$ cat config.mk
export PLATFORM = sky130hd
export DESIGN_NAME = fa_btb
export DESIGN_NICKNAME = d
export VERILOG_FILES = /design/src/rtl/btb_pkg.sv /design/src/rtl/btb_cam.sv /design/src/rtl/btb_victim.sv /design/src/rtl/btb_store.sv /design/src/rtl/fa_btb.sv
export SDC_FILE = /design/constraint.sdc
export NUM_CORES = 1
export LEC_CHECK = 0
export CORE_AREA = 2 2 278 280
export DETAILED_ROUTE_END_ITERATION = 8
export DIE_AREA = 0 0 280 282
export PLACE_DENSITY = 0.54
export SYNTH_ARGS = -nofsm -noshare
export SYNTH_HDL_FRONTEND = slang
export SYNTH_SLANG_ARGS = --single-unit
$ cat constraint.sdc
create_clock -name clk -period 10.8 [get_ports clk]
set_clock_uncertainty 0.1 [all_clocks]
set_input_delay 1.62 -clock clk [delete_from_list [all_inputs] [get_ports clk]]
set_output_delay 1.62 -clock clk [all_outputs]
set_load 0.05 [all_outputs]
$ cat src/rtl/btb_pkg.sv
package btb_pkg;

    localparam int INSN_BYTES = 4;
    localparam int HIST_MAX   = 16;

    typedef enum logic [1:0] {
        WR_NONE,
        WR_REFRESH,
        WR_FILL,
        WR_EVICT
    } wr_kind_e;

    // Majority-style vote: taken when at least half the recorded outcomes were taken.
    function automatic logic hist_says_taken(input logic [HIST_MAX-1:0] h, input int w);
        int ones;
        ones = 0;
        for (int i = 0; i < HIST_MAX; i++) begin
            if (i < w && h[i]) ones++;
        end
        return (2 * ones >= w);
    endfunction

endpackage

$ cat src/rtl/btb_cam.sv
module btb_cam #(
    parameter  int ENTRIES = 8,
    parameter  int TAG_W   = 32,
    localparam int IDX_W   = (ENTRIES > 1) ? $clog2(ENTRIES) : 1
) (
    input  logic [ENTRIES*TAG_W-1:0] tags,
    input  logic [ENTRIES-1:0]       valid,
    input  logic [TAG_W-1:0]         key,
    output logic [ENTRIES-1:0]       match,
    output logic                     any,
    output logic [IDX_W-1:0]         idx
);

    for (genvar g = 0; g < ENTRIES; g++) begin : g_cmp
        assign match[g] = valid[g] && (tags[g*TAG_W +: TAG_W] == key);
    end

    assign any = |match;

    // Entries are unique, so OR-encoding the one-hot vector gives the index.
    always_comb begin
        idx = '0;
        for (int i = 0; i < ENTRIES; i++) begin
            if (match[i]) idx = idx | IDX_W'(i);
        end
    end

endmodule

$ cat src/rtl/btb_victim.sv
module btb_victim #(
    parameter  int ENTRIES = 8,
    localparam int IDX_W   = (ENTRIES > 1) ? $clog2(ENTRIES) : 1
) (
    input  logic               clk,
    input  logic               rst,
    input  logic               flush,
    input  logic [ENTRIES-1:0] valid,
    input  logic               alloc,
    output logic [IDX_W-1:0]   slot,
    output logic               full,
    output logic [IDX_W-1:0]   rr_ptr
);

    localparam logic [IDX_W-1:0] LAST = IDX_W'(ENTRIES - 1);

    logic             free_found;
    logic [IDX_W-1:0] free_idx;

    // Lowest-numbered empty slot wins.
    always_comb begin
        free_found = 1'b0;
        free_idx   = '0;
        for (int i = ENTRIES - 1; i >= 0; i--) begin
            if (!valid[i]) begin
                free_found = 1'b1;
                free_idx   = IDX_W'(i);
            end
        end
    end

    assign full = !free_found;
    assign slot = full ? rr_ptr : free_idx;

    always_ff @(posedge clk) begin
        if (rst || flush) begin
            rr_ptr <= '0;
        end else if (alloc && full) begin
            rr_ptr <= (rr_ptr == LAST) ? '0 : rr_ptr + IDX_W'(1);
        end
    end

endmodule

$ cat src/rtl/btb_store.sv
module btb_store
    import btb_pkg::*;
#(
    parameter  int ENTRIES = 8,
    parameter  int ADDR_W  = 32,
    parameter  int HIST_W  = 2,
    localparam int IDX_W   = (ENTRIES > 1) ? $clog2(ENTRIES) : 1
) (
    input  logic                      clk,
    input  logic                      rst,
    input  logic                      flush,
    input  wr_kind_e                  wr_kind,
    input  logic [IDX_W-1:0]          widx,
    input  logic [ADDR_W-1:0]         wtag,
    input  logic [ADDR_W-1:0]         wtgt,
    input  logic                      wtaken,
    output logic [ENTRIES-1:0]        valid,
    output logic [ENTRIES*ADDR_W-1:0] tags,
    output logic [ENTRIES*ADDR_W-1:0] tgts,
    output logic [ENTRIES*HIST_W-1:0] hists
);

    for (genvar g = 0; g < ENTRIES; g++) begin : g_ent
        logic              sel;
        logic [HIST_W-1:0] h_cur;
        logic [HIST_W-1:0] h_shift;

        assign sel   = (wr_kind != WR_NONE) && (widx == IDX_W'(g));
        assign h_cur = hists[g*HIST_W +: HIST_W];

        if (HIST_W == 1) begin : g_h1
            assign h_shift = wtaken;
        end else begin : g_hn
            assign h_shift = {h_cur[HIST_W-2:0], wtaken};
        end

        always_ff @(posedge clk) begin
            if (rst || flush) begin
                valid[g] <= 1'b0;
            end else if (sel) begin
                valid[g]                   <= 1'b1;
                tags[g*ADDR_W +: ADDR_W]   <= wtag;
                tgts[g*ADDR_W +: ADDR_W]   <= wtgt;
                hists[g*HIST_W +: HIST_W]  <= (wr_kind == WR_REFRESH) ? h_shift
                                                                     : {HIST_W{wtaken}};
            end
        end
    end

endmodule

$ cat src/rtl/fa_btb.sv
module fa_btb
    import btb_pkg::*;
#(
    parameter int ENTRIES = 8,
    parameter int ADDR_W  = 32,
    parameter int HIST_W  = 2
) (
    input  logic              clk,
    input  logic              rst,
    input  logic              flush,
    input  logic [ADDR_W-1:0] fetch_pc,
    output logic              hit,
    output logic              pred_taken,
    output logic [ADDR_W-1:0] next_pc,
    input  logic              upd_valid,
    input  logic [ADDR_W-1:0] upd_pc,
    input  logic [ADDR_W-1:0] upd_target,
    input  logic              upd_taken
);

    localparam int IDX_W = (ENTRIES > 1) ? $clog2(ENTRIES) : 1;

    logic [ENTRIES-1:0]        valid;
    logic [ENTRIES*ADDR_W-1:0] tags;
    logic [ENTRIES*ADDR_W-1:0] tgts;
    logic [ENTRIES*HIST_W-1:0] hists;

    logic [ENTRIES-1:0] f_match;
    logic [IDX_W-1:0]   f_idx;
    logic [ENTRIES-1:0] u_match;
    logic               u_hit;
    logic [IDX_W-1:0]   u_idx;

    logic [IDX_W-1:0]   slot;
    logic               full;
    logic [IDX_W-1:0]   rr_ptr;
    wr_kind_e           wr_kind;
    logic [IDX_W-1:0]   widx;
    logic               alloc;

    logic [ADDR_W-1:0]  hit_target;
    logic [HIST_W-1:0]  hit_hist;

    btb_cam #(.ENTRIES(ENTRIES), .TAG_W(ADDR_W)) u_fetch_cam (
        .tags  (tags),
        .valid (valid),
        .key   (fetch_pc),
        .match (f_match),
        .any   (hit),
        .idx   (f_idx)
    );

    btb_cam #(.ENTRIES(ENTRIES), .TAG_W(ADDR_W)) u_upd_cam (
        .tags  (tags),
        .valid (valid),
        .key   (upd_pc),
        .match (u_match),
        .any   (u_hit),
        .idx   (u_idx)
    );

    always_comb begin
        if (flush || !upd_valid) wr_kind = WR_NONE;
        else if (u_hit)          wr_kind = WR_REFRESH;
        else if (full)           wr_kind = WR_EVICT;
        else                     wr_kind = WR_FILL;
    end

    assign alloc = (wr_kind == WR_FILL) || (wr_kind == WR_EVICT);
    assign widx  = u_hit ? u_idx : slot;

    btb_victim #(.ENTRIES(ENTRIES)) u_victim (
        .clk    (clk),
        .rst    (rst),
        .flush  (flush),
        .valid  (valid),
        .alloc  (alloc),
        .slot   (slot),
        .full   (full),
        .rr_ptr (rr_ptr)
    );

    btb_store #(.ENTRIES(ENTRIES), .ADDR_W(ADDR_W), .HIST_W(HIST_W)) u_store (
        .clk     (clk),
        .rst     (rst),
        .flush   (flush),
        .wr_kind (wr_kind),
        .widx    (widx),
        .wtag    (upd_pc),
        .wtgt    (upd_target),
        .wtaken  (upd_taken),
        .valid   (valid),
        .tags    (tags),
        .tgts    (tgts),
        .hists   (hists)
    );

    assign hit_target = tgts[f_idx*ADDR_W +: ADDR_W];
    assign hit_hist   = hists[f_idx*HIST_W +: HIST_W];

    assign pred_taken = hit && hist_says_taken(HIST_MAX'(hit_hist), HIST_W);
    assign next_pc    = pred_taken ? hit_target : fetch_pc + ADDR_W'(INSN_BYTES);

endmodule

==> results of run 1 <==
==> cells by family (layout without fill, tap and decap cells) <==
kind of cell	Yosys count	in the layout
AO/OA/AOI/OAI	69	69
flip-flops	539	539
multiplexers	231	231
AND/OR/NAND/NOR	371	371
adder cells (fa/ha/maj)	3	3
XOR/XNOR	540	540
other	0	1
buffers and inverters	105	326
==> cells in the mapped netlist (7+ instances only) <==
master / number
nor4_1: 79
inv_1: 8
and3_1: 7
mux2i_1: 226
a21o_1: 14
buf_4: 13
edfxtp_1: 528
nand3_1: 39
a22oi_1: 33
xor2_1: 246
buf_6: 12
dfxtp_1: 11
nand4_1: 95
buf_2: 33
clkbuf_1: 39
nand2_1: 44
xnor2_1: 294
nor2_1: 40
nor3_1: 28
==> area by class of cell <==
cell class	count	area, um2
diodes	1	2.50
clock buffers	72	1500
clock inverters	32	302
fillers	6960	44800
inverters	8	30.0
multi-input cells	1214	9770
flip-flops and latches	539	16100
well taps	978	1220
repair buffers	214	1950
==> metrics by stage <==
step | util | worst slack, ns
2_1_floorplan | - | 1.82
3_3_place_gp | 0.384 | 0.953
3_5_place_dp | 0.384 | 0.923
4_1_cts | 0.408 | 0.910
5_1_grt | 0.408 | 0.753
6_report | 0.408 | 0.745
==> registers in the layout (all words and copies together), names as in the netlist <==
| name | flops |
|---|---|
| u_store.valid | 8 |
| u_store.tgts | 256 |
| u_store.g_ent.h_cur | 16 |
| u_victim.rr_ptr | 3 |
| u_store.tags | 256 |
==> layer usage <==
metal / vias up / global-route usage / wire length [um]
li1: 7268 / - / -
met1: 8519 / 0.332 / 42000
met2: 715 / 0.354 / 40600
met3: 114 / 0.0475 / 7150
met4: 4 / 0.0583 / 2120
met5: - / 0 / 17
==> critical path, stage by stage <==
cell,delay [ns]
clkdlybuf4s50_1,1.34
xor2_1,0.40
nor4_1,1.12
nand4_1,0.31
or4_1,0.68
nand4_1,0.27
or3_1,0.16
o31a_1,0.16
o211a_2,0.79
buf_4,0.34
mux2i_1,0.26
clkdlybuf4s50_1,0.84
==> worst max-delay path by stage <==
stage	from	endpoint	slack [ns]
global route	fetch_pc[2]	next_pc[24]	0.75
detailed placement	fetch_pc[2]	next_pc[23]	0.92
global placement	fetch_pc[2]	next_pc[26]	0.95
floorplan	upd_pc[26]	u_store.g_ent[3].h_cur[0]	1.82
CTS	fetch_pc[2]	next_pc[23]	0.91
finish	fetch_pc[2]	next_pc[23]	0.75
==> where the power goes <==
part	switching (mW)	internal (mW)
registers	0.00586	2.31
logic	0.261	0.132
clock network	0.831	1.10
==> results.txt, run 1 <==
Actual slew at the worst max-slew pin -> 1.41 ns
DIE HEIGHT -> 282 um
Die Wd -> 280 um
Compound-Gate Fraction of Synth Area -> 0.0197
DRT Wirelength -> 91.9 mm
Commonest non-fill, non-tap cell in the layout -> edfxtp_1
Pin count of the biggest net entering global routing -> 129
Post-synth EDFFs -> 528
Drt first-iter violations -> 1711
CORE AREA -> 0.0757 mm2
GPL Wtd Cong -> 0.979
Num rows -> 101
Worst EP required -> 9.08 ns
Area growth syn-to-layout -> 17.1%
TritonCTS Buffers -> 58
Vias in the first global route -> 16592
Post-cts hold buffer count -> 0
HP Class -> reg -> reg
Worst Reg-to-Reg Cells -> 9
Sinks on Clock Net -> 539
Cells after Synth -> 1858
Final Max Tran Viols -> 0
Worst-path fanout max -> 18
XOR/XNOR Fraction of Synth Area -> 0.179
1st-pass router iterations -> 5
Hold Path End -> u_store.g_ent[4].h_cur[1]
Seq/Total Area, Yosys -> 0.610
Synth Flop Type -> edfxtp_1
Setup crit end kind -> output port
Leak Pwr -> 9.39 nW
TNS Setup -> 0 ns
Max-cap violations -> 0
VDD IR max -> 0.108 mV
Final Total Pwr -> 4.64 mW
CP arrival -> 8.33 ns
CP Class -> in -> out
Cell Area, Placed -> 0.0291 mm2
First-pass GRT wire length -> 128 mm
PortBufs -> 134
Starting Density -> 0.348
Reg2reg end -> u_store.tags[254]
Pwr dens -> 150 mW/mm2
Post-Syn Area -> 0.0264 mm2
Most frequent cells in the layout -> 528 x edfxtp_1, 294 x xnor2_1, 246 x xor2_1
Gr usage total -> 0.231
DIE AREA -> 0.0790 mm2
CTS tree -> done
Min Clock Period, post-route -> 10.05 ns
Worst slew margin -> 0.0556
Per-cell routed wire length -> 30.0 um
Initial antenna violation count -> 4
H-tree depth -> 2
Io pins -> 135
Placed cells -> 2953
Worst Setup Start Kind -> input port
Period utilisation layout -> 0.931
Fin nets -> 2139
Hold depth -> 1
Reg clk slew, reported paths -> 0.06 ns
Yosys top cell area share -> 0.602
Via-to-Cell Ratio -> 5.43
Maximum clock insertion buffer count -> 3
Mux contribution to synthesized area -> 0.0880
Largest family of logic cells by synthesized area -> XOR/XNOR gates
Final Instance Area -> 0.0309 mm2
Simple-gate share of the synthesized area -> 0.0797
Number of synthesized register bits -> 539
Ys async rst share -> 0
Syn Area/Cell -> 14.2 um2
Clock root buffer master -> clkbuf_16
R2r setup slk -> 5.52 ns
Hold_ws -> 0.448 ns
Critical R2R Launch -> u_store.tags[124]
Final hold viol count -> 0
Syn. warnings -> 0
Post-synth cell types -> 50
Post-synth top area cell -> edfxtp_1
Post-route DRC -> 0
Setup bufs post-CTS -> 0
Endpoints failing setup -> 0
ANT nets after route -> 0
RSZ-0062 raised after global routing -> false
Via count -> 16620
Share of cells above drive strength 1 -> 0.0842
Hold_sp -> u_store.g_ent[4].h_cur[0]
Adder-Cell Fraction of Synth Area -> 0.00142
Most area-consuming cells after synthesis -> edfxtp_1 60%, xnor2_1 9.8%, mux2i_1 8.6%
Outcome -> complete, no violations
Fmax -> 99.5 MHz
Syn nets -> 1962
Global route total overflow -> 0
Worst skew pair latency -> 0.63 ns
Post-CTS sizing -> 0
Final non-filler cell total -> 3058
Hpwl dp -> 61.3 mm
Power figures use the tool's default switching activity.
==> run 2, diff against run 1 <==
--- a/config.mk
+++ b/config.mk
@@ -5,10 +5,10 @@
 export SDC_FILE = /design/constraint.sdc
 export NUM_CORES = 1
 export LEC_CHECK = 0
-export CORE_AREA = 2 2 278 280
+export CORE_AREA = 2 2 260 262
 export DETAILED_ROUTE_END_ITERATION = 8
-export DIE_AREA = 0 0 280 282
-export PLACE_DENSITY = 0.54
+export DIE_AREA = 0 0 262 264
+export PLACE_DENSITY = 0.6
 export SYNTH_ARGS = -nofsm -noshare
 export SYNTH_HDL_FRONTEND = slang
 export SYNTH_SLANG_ARGS = --single-unit
==> run 2 against run 1 <==
Net effect:
- sequential cell count is the same
- setup slack gained 0.97 ns
- critical path depth grew 1
- non-clock buffer count shrank 3
- first-iteration DRC count shrank 2.1%
- final area grew 0.21%
- maximum frequency grew 11%
- utilization grew 5.7 points
- via count grew 1.2%
- critical endpoint is now next_pc[26]
- largest cell class unchanged
- largest power group unchanged
==> results.txt, run 2 (synthesized netlist as in run 1, its figures left out) <==
Outcome -> complete, no violations (unchanged)
Hpwl dp -> 58.8 mm (was 61.3 mm)
Final design utilization -> 0.465 (was 0.408)
Die Wd -> 262 um (was 280 um)
Num rows -> 95 (was 101)
Most frequent CP cell -> buf_4
Leak Pwr -> 9.48 nW (was 9.39 nW)
Post-CTS sizing -> 0 (unchanged)
CP arrival -> 7.37 ns (was 8.33 ns)
Most frequent cells in the layout -> 528 x edfxtp_1, 294 x xnor2_1, 246 x xor2_1 (unchanged)
Max-cap violations -> 0 (unchanged)
Drt first-iter violations -> 1675 (was 1711)
CP max stage delay -> 1.24 ns (was 1.34 ns)
CORE AREA -> 0.0666 mm2 (was 0.0757 mm2)
HP Class -> reg -> reg (unchanged)
Critical path's top delay family -> buffers and inverters (was simple AND/OR/NAND/NOR gates)
Pwr dens -> 156 mW/mm2 (was 150 mW/mm2)
H-tree depth -> 2 (unchanged)
Gr usage total -> 0.257 (was 0.231)
Commonest non-fill, non-tap cell in the layout -> edfxtp_1 (unchanged)
Maximum clock insertion buffer count -> 3 (unchanged)
Fin nets -> 2137 (was 2139)
Setup bufs post-CTS -> 0 (unchanged)
Actual slew at the worst max-slew pin -> 1.20 ns (was 1.41 ns)
Seq. cell area -> 0.0161 mm2 (unchanged)
Global route total overflow -> 0 (unchanged)
VDD IR max -> 0.126 mV (was 0.108 mV)
Via-to-Cell Ratio -> 5.69 (was 5.43)
CP Class -> in -> out (unchanged)
Area growth syn-to-layout -> 17.3% (was 17.1%)
Metal3 WL -> 6.36 mm (was 7.15 mm)
Per-cell routed wire length -> 30.2 um (was 30.0 um)
ANT nets after route -> 0 (unchanged)
Hold depth -> 1 (unchanged)
Post-route DRC -> 0 (unchanged)
Vias in the first global route -> 16730 (was 16592)
Worst Reg-to-Reg Cells -> 9 (unchanged)
Min Clock Period, post-route -> 9.09 ns (was 10.05 ns)
Endpoints failing setup -> 0 (unchanged)
R2r setup slk -> 5.38 ns (was 5.52 ns)
Via count -> 16812 (was 16620)
CTS tree -> done (unchanged)
PnR worst setup slack -> 1.71 ns (was 0.745 ns)
Critical R2R Launch -> u_store.tags[167] (was u_store.tags[124])
DR WL met2 -> 40.3 mm (was 40.6 mm)
Worst-path fanout max -> 23 (was 18)
DRT Wirelength -> 89.2 mm (was 91.9 mm)
Starting Density -> 0.396 (was 0.348)
DR top layer -> met4 (was met5)
First-pass GRT wire length -> 125 mm (was 128 mm)
Reg clk slew, reported paths -> 0.06 ns (about the same)
PortBufs -> 134 (unchanged)
Share of cells above drive strength 1 -> 0.0875 (was 0.0842)
CP max stage cell -> clkdlybuf4s50_1 (unchanged)
Sinks on Clock Net -> 539 (unchanged)
Worst slew margin -> 0.197 (was 0.0556)
Final Max Tran Viols -> 0 (unchanged)
Hold Path End -> u_store.g_ent[6].h_cur[1] (was u_store.g_ent[4].h_cur[1])
Met1 Wirelength -> 39.5 mm (was 42.0 mm)
GPL Wtd Cong -> 0.953 (was 0.979)
Final hold viol count -> 0 (unchanged)
Io pins -> 135 (unchanged)
Post-cts hold buffer count -> 0 (unchanged)
RSZ-0062 raised after global routing -> false (unchanged)
Fmax -> 110 MHz (was 99.5 MHz)
Setup crit end kind -> output port (unchanged)
Multi-input logic area -> 0.00977 mm2 (unchanged)
Clock root buffer master -> clkbuf_16 (unchanged)
1st-pass router iterations -> 5 (unchanged)
Hold_ws -> 0.449 ns (was 0.448 ns)
Pin count of the biggest net entering global routing -> 72 (was 129)
CP bufs+invs -> 5 (was 3)
Pre-CTS setup slack -> 1.80 ns (was 0.923 ns)
Final Total Pwr -> 4.81 mW (was 4.64 mW)
Worst Setup Start Kind -> input port (unchanged)
Initial antenna violation count -> 0 (was 4)
Worst skew pair latency -> 0.66 ns (was 0.63 ns)
Reg2reg end -> u_store.tgts[250] (was u_store.tags[254])
DIE AREA -> 0.0692 mm2 (was 0.0790 mm2)
Period utilisation layout -> 0.842 (was 0.931)
Hold_sp -> u_store.g_ent[6].h_cur[0] (was u_store.g_ent[4].h_cur[0])
TritonCTS Buffers -> 59 (was 58)
Worst path cell trace -> clkdlybuf4s50_1, xor2_1, nor4_1, nand4_1, o41ai_1, buf_4, or3_1, o31a_1, o211a_2, buf_4, buf_4, mux2i_1, clkdlybuf4s50_1 (was clkdlybuf4s50_1, xor2_1, nor4_1, nand4_1, or4_1, nand4_1, or3_1, o31a_1, o211a_2, buf_4, mux2i_1, clkdlybuf4s50_1)
Filler Cells Inserted -> 5907 (was 6960)
DIE HEIGHT -> 264 um (was 282 um)
Worst EP required -> 9.08 ns (about the same)
TNS Setup -> 0 ns (unchanged)
[run 2: cell types whose count changed in the layout (fill, tap and decap cells not counted), sizes merged]
| cell | delta |
|---|---|
| buf | -2 |
| clkdlybuf4s50 | -1 |
| bufinv | +5 |
[run 2: layout make-up]
class / count / share of cell area
multi-input combinational: 1214 / 0.316
sequential: 539 / 0.520
clock inverter: 37 / 0.0155
tap: 873 / 0.0353
clock buffer: 72 / 0.0500
timing repair buffer: 211 / 0.0624
inverter: 8 / 0.000971
antenna: 1 / 0.0000809
[run 2: how the worst max path moves through the flow]
stage / start / end / cells after the start
after floorplan: upd_pc[26] / u_store.g_ent[3].h_cur[0] / 9
after global placement: fetch_pc[27] / next_pc[25] / 13
after detailed placement: fetch_pc[27] / next_pc[27] / 13
after CTS: fetch_pc[27] / next_pc[27] / 13
after global routing: fetch_pc[27] / next_pc[27] / 13
final: fetch_pc[27] / next_pc[26] / 13
[run 2: report_power, final]
part / internal [mW] / switching (mW)
registers: 2.31 / 0.00698
clock network: 1.26 / 0.861
logic: 0.131 / 0.253
[run 2: per-stage QoR]
step	instances	cell area (um2)
finish	2955	30900
global route	2954	30900
CTS	2954	30900
detailed placement	2845	28900
global placement	2845	28900
floorplan	1858	26400
[run 2: layer usage]
layer,track usage,vias up
met2,0.396,746
met5,0,-
li1,-,7270
met1,0.371,8659
met4,0.0838,0
met3,0.0384,137
